`src/rtl/agp_trk_pkg.sv`:
```
package agp_trk_pkg;
  typedef enum logic [2:0] {
    ST_LO_RD = 3'b000,
    ST_HI_RD = 3'b001,
    ST_LO_WR = 3'b010,
    ST_HI_WR = 3'b011,
    ST_RSV4  = 3'b100,
    ST_RSV5  = 3'b101,
    ST_RSV6  = 3'b110,
    ST_START = 3'b111
  } agp_st_e;

  localparam int unsigned CLS_LO = 0;
  localparam int unsigned CLS_HI = 1;
  localparam int unsigned N_CLS  = 2;
endpackage

```
`src/rtl/agp_st_decode.sv`:
```
module agp_st_decode
  import agp_trk_pkg::*;
(
  input  logic       gnt_i,
  input  logic [2:0] st_i,
  output logic       lo_rd_o,
  output logic       hi_rd_o,
  output logic       lo_wr_o,
  output logic       hi_wr_o,
  output logic       start_o,
  output logic       rsvd_o
);
  agp_st_e st;
  assign st = agp_st_e'(st_i);

  always_comb begin
    lo_rd_o = 1'b0;
    hi_rd_o = 1'b0;
    lo_wr_o = 1'b0;
    hi_wr_o = 1'b0;
    start_o = 1'b0;
    rsvd_o  = 1'b0;
    if (gnt_i) begin
      unique case (st)
        ST_LO_RD: lo_rd_o = 1'b1;
        ST_HI_RD: hi_rd_o = 1'b1;
        ST_LO_WR: lo_wr_o = 1'b1;
        ST_HI_WR: hi_wr_o = 1'b1;
        ST_START: start_o = 1'b1;
        default:  rsvd_o  = 1'b1;
      endcase
    end
  end
endmodule

```
`src/rtl/agp_rd_queues.sv`:
```
module agp_rd_queues
  import agp_trk_pkg::*;
#(
  parameter int unsigned DEPTH = 4,
  parameter int unsigned TAG_W = 4,
  parameter int unsigned LEN_W = 3,
  localparam int unsigned PTR_W = (DEPTH > 1) ? $clog2(DEPTH) : 1,
  localparam int unsigned CNT_W = $clog2(DEPTH + 1)
) (
  input  logic                         clk_i,
  input  logic                         rst_ni,
  input  logic [N_CLS-1:0]             push_i,
  input  logic [TAG_W-1:0]             tag_i,
  input  logic [LEN_W-1:0]             len_i,
  input  logic [N_CLS-1:0]             pop_i,
  output logic [N_CLS-1:0][TAG_W-1:0]  head_tag_o,
  output logic [N_CLS-1:0][CNT_W-1:0]  cnt_o,
  output logic [DEPTH-1:0][LEN_W-1:0]  lo_len_o,
  output logic [DEPTH-1:0]             lo_vld_o
);
  function automatic logic [PTR_W-1:0] nxt(input logic [PTR_W-1:0] p);
    return (p == PTR_W'(DEPTH - 1)) ? '0 : p + 1'b1;
  endfunction

  for (genvar c = 0; c < N_CLS; c++) begin : g_cls
    logic [TAG_W-1:0] tag_q [DEPTH];
    logic [PTR_W-1:0] wr_ptr, rd_ptr;
    logic [CNT_W-1:0] cnt;

    always_ff @(posedge clk_i or negedge rst_ni) begin
      if (!rst_ni) begin
        wr_ptr <= '0;
        rd_ptr <= '0;
        cnt    <= '0;
        for (int i = 0; i < DEPTH; i++) tag_q[i] <= '0;
      end else begin
        if (push_i[c]) begin
          tag_q[wr_ptr] <= tag_i;
          wr_ptr        <= nxt(wr_ptr);
        end
        if (pop_i[c]) rd_ptr <= nxt(rd_ptr);
        cnt <= cnt + CNT_W'(push_i[c]) - CNT_W'(pop_i[c]);
      end
    end

    assign head_tag_o[c] = tag_q[rd_ptr];
    assign cnt_o[c]      = cnt;

    // only the low-priority class needs lengths for buffer-full
    if (c == CLS_LO) begin : g_len
      logic [LEN_W-1:0] len_q [DEPTH];
      logic [DEPTH-1:0] vld_q;
      always_ff @(posedge clk_i or negedge rst_ni) begin
        if (!rst_ni) begin
          vld_q <= '0;
          for (int i = 0; i < DEPTH; i++) len_q[i] <= '0;
        end else begin
          if (pop_i[c]) vld_q[rd_ptr] <= 1'b0;
          if (push_i[c]) begin
            len_q[wr_ptr] <= len_i;
            vld_q[wr_ptr] <= 1'b1;
          end
        end
      end
      for (genvar i = 0; i < DEPTH; i++) begin : g_out
        assign lo_len_o[i] = len_q[i];
      end
      assign lo_vld_o = vld_q;
    end
  end
endmodule

```
`src/rtl/agp_rbf_calc.sv`:
```
module agp_rbf_calc #(
  parameter int unsigned DEPTH  = 4,
  parameter int unsigned LEN_W  = 3,
  parameter int unsigned FREE_W = 5,
  localparam int unsigned NEED_W = LEN_W + 1,
  localparam int unsigned CMP_W  = (NEED_W > FREE_W) ? NEED_W : FREE_W
) (
  input  logic [DEPTH-1:0][LEN_W-1:0] len_i,
  input  logic [DEPTH-1:0]            vld_i,
  input  logic [FREE_W-1:0]           free_i,
  output logic                        rbf_no
);
  logic [NEED_W-1:0] need_max;

  always_comb begin
    need_max = '0;
    for (int i = 0; i < DEPTH; i++) begin
      if (vld_i[i] && (NEED_W'(len_i[i]) + 1'b1) > need_max)
        need_max = NEED_W'(len_i[i]) + 1'b1;
    end
  end

  assign rbf_no = !(CMP_W'(free_i) < CMP_W'(need_max));
endmodule

```
`src/rtl/agp_status_tracker.sv`:
```
module agp_status_tracker
  import agp_trk_pkg::*;
#(
  parameter int unsigned MAX_OUT = 4,
  parameter int unsigned TAG_W   = 4,
  parameter int unsigned LEN_W   = 3,
  parameter int unsigned FREE_W  = 5,
  localparam int unsigned CNT_W  = $clog2(MAX_OUT + 1)
) (
  input  logic              clk_i,
  input  logic              rst_ni,
  input  logic              gnt_i,
  input  logic [2:0]        st_i,
  input  logic              enq_i,
  input  logic              enq_hi_i,
  input  logic [LEN_W-1:0]  enq_len_i,
  input  logic [TAG_W-1:0]  enq_tag_i,
  input  logic [FREE_W-1:0] buf_free_i,
  output logic              lo_rd_o,
  output logic              hi_rd_o,
  output logic              lo_wr_o,
  output logic              hi_wr_o,
  output logic              start_o,
  output logic              rsvd_o,
  output logic [TAG_W-1:0]  rd_tag_o,
  output logic              pipe_full_o,
  output logic              rbf_no,
  output logic              proto_err_o
);
  logic [N_CLS-1:0][TAG_W-1:0] head_tag;
  logic [N_CLS-1:0][CNT_W-1:0] cnt;
  logic [MAX_OUT-1:0][LEN_W-1:0] lo_len;
  logic [MAX_OUT-1:0]          lo_vld;
  logic [CNT_W-1:0]            lo_cnt, hi_cnt;
  logic [CNT_W:0]              total;
  logic                        accept, lo_empty, hi_empty, err_set, err_q;
  logic [N_CLS-1:0]            push, pop;

  agp_st_decode u_dec (
    .gnt_i   (gnt_i),
    .st_i    (st_i),
    .lo_rd_o (lo_rd_o),
    .hi_rd_o (hi_rd_o),
    .lo_wr_o (lo_wr_o),
    .hi_wr_o (hi_wr_o),
    .start_o (start_o),
    .rsvd_o  (rsvd_o)
  );

  assign lo_cnt   = cnt[CLS_LO];
  assign hi_cnt   = cnt[CLS_HI];
  assign total    = {1'b0, lo_cnt} + {1'b0, hi_cnt};
  assign lo_empty = (lo_cnt == '0);
  assign hi_empty = (hi_cnt == '0);
  assign pipe_full_o = (total == (CNT_W+1)'(MAX_OUT));
  assign accept   = enq_i && !pipe_full_o;

  always_comb begin
    push = '0;
    push[enq_hi_i ? CLS_HI : CLS_LO] = accept;
  end
  assign pop[CLS_LO] = lo_rd_o && !lo_empty;
  assign pop[CLS_HI] = hi_rd_o && !hi_empty;

  agp_rd_queues #(
    .DEPTH (MAX_OUT),
    .TAG_W (TAG_W),
    .LEN_W (LEN_W)
  ) u_q (
    .clk_i      (clk_i),
    .rst_ni     (rst_ni),
    .push_i     (push),
    .tag_i      (enq_tag_i),
    .len_i      (enq_len_i),
    .pop_i      (pop),
    .head_tag_o (head_tag),
    .cnt_o      (cnt),
    .lo_len_o   (lo_len),
    .lo_vld_o   (lo_vld)
  );

  agp_rbf_calc #(
    .DEPTH  (MAX_OUT),
    .LEN_W  (LEN_W),
    .FREE_W (FREE_W)
  ) u_rbf (
    .len_i  (lo_len),
    .vld_i  (lo_vld),
    .free_i (buf_free_i),
    .rbf_no (rbf_no)
  );

  always_comb begin
    rd_tag_o = '0;
    if (pop[CLS_LO])      rd_tag_o = head_tag[CLS_LO];
    else if (pop[CLS_HI]) rd_tag_o = head_tag[CLS_HI];
  end

  assign err_set = (lo_rd_o && (lo_empty || !rbf_no)) ||
                   (hi_rd_o && hi_empty) ||
                   (enq_i && pipe_full_o);

  always_ff @(posedge clk_i or negedge rst_ni) begin
    if (!rst_ni)      err_q <= 1'b0;
    else if (err_set) err_q <= 1'b1;
  end
  assign proto_err_o = err_q;
endmodule

```
`config.mk`:
```
export PLATFORM = sky130hd
export DESIGN_NAME = agp_status_tracker
export DESIGN_NICKNAME = d
export VERILOG_FILES = /design/src/rtl/agp_trk_pkg.sv /design/src/rtl/agp_st_decode.sv /design/src/rtl/agp_rd_queues.sv /design/src/rtl/agp_rbf_calc.sv /design/src/rtl/agp_status_tracker.sv
export SDC_FILE = /design/constraint.sdc
export NUM_CORES = 1
export LEC_CHECK = 0
export BUFFER_PORTS_ARGS = -buffer_cell sky130_fd_sc_hd__clkbuf_2
export CAP_MARGIN = 0
export CORE_MARGIN = 1
export CORE_UTILIZATION = 45
export CTS_CLUSTER_DIAMETER = 50
export DETAILED_ROUTE_END_ITERATION = 6
export GPL_ROUTABILITY_DRIVEN = 0
export PLACE_DENSITY = 0.62
export RECOVER_POWER = 100
export REMOVE_ABC_BUFFERS = 1
export SETUP_SLACK_MARGIN = 0.05
export SLEW_MARGIN = 30
export SYNTH_ARGS = -nofsm -noshare
export SYNTH_HDL_FRONTEND = slang
export SYNTH_HIERARCHICAL = 1
export SYNTH_SLANG_ARGS = --single-unit
export TNS_END_PERCENT = 30
```
`constraint.sdc`:
```
create_clock -name clk_i -period 8.4 [get_ports clk_i]
set_clock_uncertainty 0.2 [all_clocks]
set_input_delay 1.26 -clock clk_i [delete_from_list [all_inputs] [get_ports clk_i]]
set_output_delay 1.26 -clock clk_i [all_outputs]
set_load 0.05 [all_outputs]
```
# ---- Word level (Yosys, flattened, before mapping)
# Cells that the tools add are included.
dict set report op_classes {
  n_addsub 13
  n_lt_le_gt_ge 17
  n_reduce_logical 26
  bitwise 8
  muxes 46
  n_eq_ne 9
}
# cell n
set ops {}
lappend ops {{$mux 4} 14}
lappend ops {{$bwmux 16} 2}
lappend ops {{$add 3x1->4 const B} 4}
lappend ops {{$bmux 4 s2} 2}
lappend ops {{$demux 4 s2} 2}
lappend ops {{$mux 1} 16}
lappend ops {{$logic_and 1x1->1} 15}
lappend ops {{$bwmux 12} 1}
lappend ops {{$ge 3x3->1 const B} 4}
lappend ops {{$gt 4x4->1} 3}
lappend ops {{$not 2->3} 4}
lappend ops {{$logic_not 3->1} 3}
lappend ops {{$add 2x1->2 const B} 4}
lappend ops {{$eq 2x2->1 const B} 4}
lappend ops {{$mux 2} 4}
lappend ops {{$add 3x1->3} 2}
lappend ops {{$demux 3 s2} 1}
lappend ops {{$eq 3x2->1 const B} 2}
lappend ops {{$lt 2x3->1 const B} 2}
lappend ops {{$lt 3x1->1 const B} 2}
lappend ops {{$sub 3x1->3} 2}
lappend ops {{$lt 5x4->1} 1}
lappend ops {{$reduce_or 5->1} 1}
lappend ops {{$add 3x3->4} 1}
lappend ops {{16 further kinds} 23}
dict set report word_totals {
  out_inout_bits 13
  reg_bits 63
  word_cells 139
  inputBits 20
}

# ---- Longest topological paths before layout
# Gate-level depths: netlist of the first run.
dict set report depth {
  depth_word 18
  depth_mapped 31
  mapped_depth_nobuf 31
}

# ---- Hierarchy
# Netlist of the first run, hierarchy kept.
# module n_inst area_each_um2 seq_area_each_um2 cells_each
set by_module_without_submodules {}
lappend by_module_without_submodules {agp_rd_queues 1 2877.8 1551.5 185}
lappend by_module_without_submodules {agp_rbf_calc 1 782.0 0.0 90}
lappend by_module_without_submodules {agp_status_tracker 1 281.5 25.0 37}
lappend by_module_without_submodules {agp_st_decode 1 51.3 0.0 11}

# ---- Least setup slack after synthesis of the first run
# OpenSTA, ideal clock, no wires.
dict set report synth_path {
  kind {register -> output}
  from {reg u_q.g_cls[0].g_len.len_q, in the netlist u_q/lo_len_o[0]}
  to {out rbf_no}
  setup_slack_ps 989
  t_arrival_ps 5951
  stages_incl_launch_ff 27
  required_time_ps 6940
  n_path_buf 0
  cell_sequence {dfrtp_1 -> ha_1 -> o311ai_1 -> a41oi_1 -> inv_1 -> ha_1 -> nor2b_4 -> o31ai_2 -> a21oi_2 -> nor2_1 -> a21oi_1 -> ha_1 -> o31ai_1 -> o311ai_4 -> o311ai_4 -> mux2_4 -> ha_1 -> nand3_1 -> o22ai_1 -> o221a_2 -> mux2_2 -> ha_1 -> a21o_1 -> a211o_1 -> nor3_1 -> a21o_1 -> a21oi_1}
}
dict set report synth_between {
  elab_chain_len 15
}
# element line
set synth_rtl {}
lappend synth_rtl {{start, declared} agp_rd_queues.sv:51} ;# logic [LEN_W-1:0] len_q [DEPTH];
lappend synth_rtl {{start signal, assigned by index} agp_rd_queues.sv:60} ;# len_q[wr_ptr] <= len_i;
lappend synth_rtl {{$add 3x1->4 (*)} {agp_rbf_calc.sv:18, agp_rbf_calc.sv:19}}
lappend synth_rtl {{$gt 4x1->1} agp_rbf_calc.sv:18} ;# if (vld_i[i] && (NEED_W'(len_i[i]) + 1'b1) > need_max)
lappend synth_rtl {{$logic_and 1x1->1} agp_rbf_calc.sv:18}
lappend synth_rtl {{$mux 4 (*)} agp_rbf_calc.sv:18}
lappend synth_rtl {{$gt 4x4->1} agp_rbf_calc.sv:18}
lappend synth_rtl {{$logic_and 1x1->1} agp_rbf_calc.sv:18}
lappend synth_rtl {{$mux 4 (*)} agp_rbf_calc.sv:18}
lappend synth_rtl {{$gt 4x4->1} agp_rbf_calc.sv:18}
lappend synth_rtl {{$logic_and 1x1->1} agp_rbf_calc.sv:18}
lappend synth_rtl {{$mux 4 (*)} agp_rbf_calc.sv:18}
lappend synth_rtl {{$gt 4x4->1} agp_rbf_calc.sv:18}
lappend synth_rtl {{$logic_and 1x1->1} agp_rbf_calc.sv:18}
lappend synth_rtl {{$mux 4 (*)} agp_rbf_calc.sv:18}
lappend synth_rtl {{$lt 5x4->1 (*)} agp_rbf_calc.sv:23} ;# assign rbf_no = !(CMP_W'(free_i) < CMP_W'(need_max));
lappend synth_rtl {{$logic_not 1->1 (*)} agp_rbf_calc.sv:23}
lappend synth_rtl {{end, declared} agp_status_tracker.sv:27} ;# output logic rbf_no,
# Mark *: on every way between the ends. The rest lies on a longest branch, timed or not.

# ---- Final worst setup path of the first run
# Ends and elaborated chain as after synthesis.

==> results.tsv, run 1 <==
stage	metric	value	unit
clock_network	cts_resized	0	
drt	drtIter0Drc	93	
sta	layout_min_cycle_time	7941	ps
drt	post_drt_wl_per_cell	15.40	um
logic_synthesis	ys_ff_latch	63	
placement	hpwl	5.517	mm
clock_network	cts_post_setup_buffers_inserted	0	
floorplanning	die_area	0.009253	sq mm
grt	grt_use_total	0.1789	
logic_synthesis	synth_cells	323	
floorplanning	initial_utilization	0.4763	
sta	finalSetupViolations	0	
logic_synthesis	synth-main-ff-cell	dfrtp_1	
floorplanning	coreArea	0.008382	sq mm
sta	fin_crit_sh	0.9454	
sta	grt_setup_unrepaired	false	
logic_synthesis	synth_area	0.003993	sq mm
logic_synthesis	synth_edf_count	0	
placement	pre_cts_slack	748.7	ps
clock_network	cts_hold_buf	0	
grt	grt_pass1_vias	2516	
logic_synthesis	ys_seq_area_frac	0.3949	
clock_network	clock_latency	320	ps
grt	grt_use_met3	0.03791	
worst_hold_path	hold_class	register to register	
setup_path	critPathMaxFanout	7	
logic_synthesis	ys_top_cells_by_area	dfrtp_1 (39%), ha_1 (12%), mux2_4 (9.8%), mux4_2 (4.5%), mux2_1 (3.9%)	
grt	gr-usage-met1	0.2492	
clock_network	clockBufferDepth	2	
final_layout	multi_input_area	0.002187	sq mm
logic_synthesis	yosysMostFrequentCell	dfrtp_1	
final_layout	antenna_cells	0	
grt	antenna_found_initial	0	
drt	wirelength	7.285	mm
logic_synthesis	async_reset_ff_frac	1.000	
sta	tightest_slew	3340	ps
drt	viasPerCell	5.309	
floorplanning	dieHeight	96.20	um
run_status	status	finished with violations	
clock_network	root_buffer	clkbuf_8	
grt	grt_start_max_net_pins	64	
placement	portBuffers	32	
floorplanning	rows	33	
clock_network	cts_inserted_buffers	9	
setup_path	slowest_delay	440	ps
setup_path	cp-end-kind	output port	
grt	grt_first_pass_wirelength	12.41	mm
drt	ant_nets	0	
final_layout	seqCellArea	0.001577	sq mm
logic_synthesis	synth_top_cell_area_share	0.3949	
floorplanning	io_pins	33	
clock_network	path_clk_slew	70	ps
final_layout	area_growth	7.991	%
final_layout	drive_gt1_frac	0.1984	
grt	busiest_layer	met2	
grt	grtUsageMet2	0.2837	
setup_path	path_common_cell	ha_1	
sta	final.setup.tns	0	ps
setup_path	worst_ep_required_time	6940	ps
clock_network	clock-sinks	63	
grt	grt_overflow	0	
sta	relSlewSlack	-1.226	
clock_network	cts_tree	built	
setup_path	slowest_stage	dfrtp_1	
final_layout	n_fill_cell	770	
run_status	violations	capacitance limit, slew limit	
clock_network	h-tree-depth	3	
setup_path	path_class	register to output port	
sta	fin_hold_ws	291.4	ps
sta	fmax	0.1259	GHz
floorplanning	die_x	96.20	um
sta	slew_violations	64	
drt	route.detailed.drc	0	
logic_synthesis	syn_avg_cell_area	12.36	sq um
flow_run	maxCapViolCount	1	
setup_path	cp.arrival	6480	ps
sta	hold_viol	0	
logic_synthesis	yosysTopAreaCell	dfrtp_1	
logic_synthesis	synth.cells.most_frequent	dfrtp_1 (63), ha_1 (38), inv_1 (27), nand2_1 (27), mux2_4 (26)	
sta	worst_slack	458.8	ps
setup_path	cp-start-kind	register	
drt	vias	2511	
drt	drt_first_pass_iters	6	
logic_synthesis	yosysWarningCount	6	
logic_synthesis	synth_cell_types	58	
final_layout	nets	425	
## placed cells by master, fill, tap and decap left out, types with 6 or more instances in the layout
master    Yosys  routed
a21oi_1       7       7
clkbuf_1      0      16
clkbuf_2      0      19
clkbuf_8      0      10
dfrtp_1      63      63
ha_1         38      38
inv_1        27      27
mux2_1       14      32
mux2_2       10      10
mux2_4       26       8
mux4_2        8       8
nand2_1      27      34
nor2_1        6       6
o21ai_0       7       7
o31ai_1       6       6
xor2_1        6       6
## final timing paths
| path | startpoint | to | slack (ps) | cells past startpoint |
|---|---|---|---|---|
| setup / recovery | u_q/lo_len_o[0] | rbf_no | 460 | 28 |
| hold / removal | u_q/g_cls[1].tag_q[2] | u_q/g_cls[1].tag_q[2] | 290 | 1 |
| setup reg to reg | u_q/lo_len_o[0] | proto_err_o | 1640 | 30 |
| hold reg to reg | u_q/g_cls[1].tag_q[2] | u_q/g_cls[1].tag_q[2] | 290 | 1 |
| max in group asynchronous | rst_ni | u_q/g_cls[0].tag_q[15] | 4170 | 2 |
| min in group asynchronous | rst_ni | u_q/g_cls[0].tag_q[8] | 1960 | 2 |
## cells by family (layout without fill, tap and decap cells)
logic type	count (synthesis)	count (layout)	share of synthesized area
DFF	63	63	0.3949
xor gates and xnor gates	10	10	0.02194
AOI/OAI and AO/OA	52	52	0.1091
adders and majority gates	41	41	0.1341
buffers and inverters	31	76	0.03259
and+or+nand+nor	66	66	0.09182
muxes	60	60	0.2156
## critical path, delay by kind of cell (launching register included)
kind | cells | cell delay (ps)
DFF | 1 | 440
muxes | 2 | 700
adders and majority gates | 5 | 1480
and+or+nand+nor | 4 | 480
buffers and inverters | 3 | 390
AOI/OAI and AO/OA | 14 | 2670
## per-layer routing
layer  routed length [um]  share of wire  up-vias
li1                     -              -     1254
met1                 3664           0.50     1218
met2                 3393           0.47       37
met3                  196          0.027        2
met4                   30         0.0041        0
met5                    0              0        -
## area by class of cell
cell class / count / area share
clock buffers: 11 / 0.03279
clock inverters: 4 / 0.005223
inverters: 27 / 0.02351
multi-input cells: 229 / 0.5073
flip-flops and latches: 63 / 0.3656
well taps: 105 / 0.03047
repair buffers: 34 / 0.03511
## registers in the layout, indices dropped and copies added, names as in the netlist
signal            cells
u_q/lo_vld_o          4
u_q/g_cls.tag_q      32
proto_err_o           1
u_q/g_cls.rd_ptr      4
u_q/g_cls.wr_ptr      4
u_q/lo_len_o         12
u_q/g_cls.cnt         6
## per-stage QoR
step | util | cells | cell area [sq um]
after floorplan | - | 319 | 3964
after CTS | 0.5290 | 473 | 4434
after global routing | 0.5144 | 473 | 4312
final | 0.5144 | 473 | 4312
after detailed placement | 0.5095 | 458 | 4270
after global placement | 0.5095 | 458 | 4270
Power of run 1 is left out: the tool's default activity adds up to more than one toggle a clock period on the data nets, which glitch-free logic cannot reach.
==> inputs of run 2 (changes only) <==
--- a/config.mk
+++ b/config.mk
@@ -5,6 +5,8 @@
 export SDC_FILE = /design/constraint.sdc
 export NUM_CORES = 1
 export LEC_CHECK = 0
+export ABC_AREA = 1
+export ABC_CLOCK_PERIOD_IN_PS = 8400
 export BUFFER_PORTS_ARGS = -buffer_cell sky130_fd_sc_hd__clkbuf_2
 export CAP_MARGIN = 0
 export CORE_MARGIN = 1
==> run 2 against run 1 <==
  * The flow still finishes with violations (capacitance limit, slew limit)
  * First-iteration DRC count is 52% higher
  * Cell count is 43% higher
  * Synthesized area is 0.66% higher
  * Fmax is 17% higher
  * Register-to-register slack better by 1600 ps
  * Global-route usage is 0.60 points higher
  * Synthesized cell count is 63% higher
  * Count of clock-buffer cells in the layout is 2 higher
  * Utilization is 0.66 points lower
  * Critical path depth is 3 higher
==> results.tsv, run 2 <==
stage	metric	value	unit
logic_synthesis	synth_top_cell_area_share	0.3923	
logic_synthesis	ys_top_cells_by_area	dfrtp_1 (39%), nand2_1 (15%), ha_1 (12%), inv_1 (8.6%), o21ai_0 (6.8%)	
drt	drtIter0Drc	141	
clock_network	clock-sinks	63	
worst_hold_path	hp-start	u_q/g_cls[1].tag_q[0]	
final_layout	area_growth	9.651	%
flow_run	maxCapViolCount	1	
sta	fin_crit_sh	0.8047	
clock_network	cts_tree	built	
sta	grt_setup_unrepaired	false	
final_layout	largest_register	u_q/g_cls.tag_q	
floorplanning	io_pins	33	
clock_network	root_buffer	clkbuf_8	
drt	wirelength	7.871	mm
sta	relSlewSlack	-1.186	
drt	post_drt_wl_per_cell	11.63	um
clock_network	cts_resized	0	
clock_network	cts_post_setup_buffers_inserted	0	
logic_synthesis	synth_cells	526	
logic_synthesis	synth-main-ff-cell	dfrtp_1	
setup_path	critPathMaxFanout	7	
clock_network	cts_inserted_buffers	9	
sta	tightest_slew	3279	ps
drt	viasPerCell	4.793	
logic_synthesis	syn_avg_cell_area	7.640	sq um
logic_synthesis	synth.cells.most_frequent	nand2_1 (164), inv_1 (92), dfrtp_1 (63)	
final_layout	antenna_cells	0	
placement	hpwl	5.921	mm
setup_path	crit_path_start	u_q/lo_len_o[0]	
logic_synthesis	ys_ff_latch	63	
grt	grt_use_total	0.1849	
final_layout	final_common_cell	nand2_1	
placement	portBuffers	32	
logic_synthesis	yosysTopAreaCell	dfrtp_1	
grt	grt_start_max_net_pins	64	
logic_synthesis	synth_cell_types	32	
logic_synthesis	ys_seq_area_frac	0.3923	
drt	drt_first_pass_iters	4	
floorplanning	die_area	0.009312	sq mm
final_layout	drive_gt1_frac	0.09666	
run_status	violations	capacitance limit, slew limit	
floorplanning	coreArea	0.008678	sq mm
floorplanning	dieHeight	96.50	um
floorplanning	die_x	96.50	um
clock_network	clockBufferDepth	2	
setup_path	path_common_cell	nand2_1	
setup_path	path_class	register to output port	
setup_path	worst_ep_required_time	6940	ps
drt	vias	3245	
grt	grt_overflow	0	
logic_synthesis	yosysWarningCount	6	
worst_hold_path	hold_class	register to register	
setup_path	slowest_delay	470	ps
sta	slew_violations	64	
drt	ant_nets	0	
final_layout	n_fill_cell	881	
logic_synthesis	synth_edf_count	0	
grt	grt_first_pass_wirelength	13.17	mm
setup_path	r2r-start	u_q/lo_len_o[0]	
sta	hold_viol	0	
sta	final.setup.tns	0	ps
run_status	status	finished with violations	
setup_path	slowest_stage	clkbuf_1	
clock_network	path_clk_slew	60	ps
final_layout	nets	625	
grt	grt_pass1_vias	2982	
final_layout	final_cell_mix	nand2_1 (164), inv_1 (93), dfrtp_1 (63), o21ai_0 (56), ha_1 (38)	
drt	route.detailed.drc	0	
clock_network	h-tree-depth	3	
logic_synthesis	async_reset_ff_frac	1.000	
logic_synthesis	synth_area	0.004019	sq mm
final_layout	largest_reg_flops	32	
grt	antenna_found_initial	0	
sta	fin_hold_ws	288.3	ps
clock_network	cts_hold_buf	0	
clock_network	clock_latency	330	ps
floorplanning	initial_utilization	0.4631	
sta	layout_min_cycle_time	6760	ps
floorplanning	rows	34	
setup_path	cp-end-kind	output port	
sta	finalSetupViolations	0	
sta	fmax	0.1479	GHz
setup_path	cp-start-kind	register	
setup_path	cp.arrival	5300	ps
logic_synthesis	yosysMostFrequentCell	nand2_1	
==> run 2: layout make-up <==
cell class	count	area (sq um)	share of cell area
Clock buffer	13	158.9	0.03606
Clock inverter	3	17.52	0.003975
Inverter	96	360.3	0.08177
Multi-Input combinational cell	361	2013	0.4568
Sequential cell	63	1577	0.3578
Tap cell	108	135.1	0.03066
Timing Repair Buffer	33	145.1	0.03294
==> run 2: stage by stage <==
stage	util	instances	worst slack, ps	cell area [sq um]
3_3_place_gp	0.4913	661	2415	4264
6_report	0.5078	677	1640	4407
3_5_place_dp	0.4913	661	2177	4264
4_1_cts	0.5117	677	1792	4441
5_1_grt	0.5078	677	1133	4407
2_1_floorplan	-	520	2609	3961
==> run 2: layer usage <==
layer	GRT usage	wire, um
met1	0.2464	3933
met5	0	0
met4	0.06985	85
met3	0.02113	220
met2	0.3087	3631
==> run 2: critical path: cells and delay by family (launching register included) <==
family,cells,cell delay [ps]
AOI/OAI and AO/OA,5,810
adders and majority gates,5,1410
buffers and inverters,3,590
DFF,1,440
and+or+nand+nor,18,1710
==> run 2: worst paths after layout <==
path,cells past startpoint,slack (ps),endpoint
max,31,1640,rbf_no
min,2,290,u_q/g_cls[1].tag_q[0]
max reg2reg,32,3270,proto_err_o
min reg2reg,2,290,u_q/g_cls[1].tag_q[0]
max in group asynchronous,2,4210,u_q/g_cls[0].wr_ptr[1]
min in group asynchronous,2,1910,proto_err_o
==> run 2: logic make-up after synthesis <==
group           Yosys count  share of synthesized area
fa+ha+maj                41                     0.1333
buf+inv                 102                     0.1040
xor+xnor                  3                   0.006539
simple gates            246                     0.2656
compound gates           69                    0.09340
flops                    63                     0.3923
mux                       2                   0.004982
Power of run 2 is left out for the same reason.
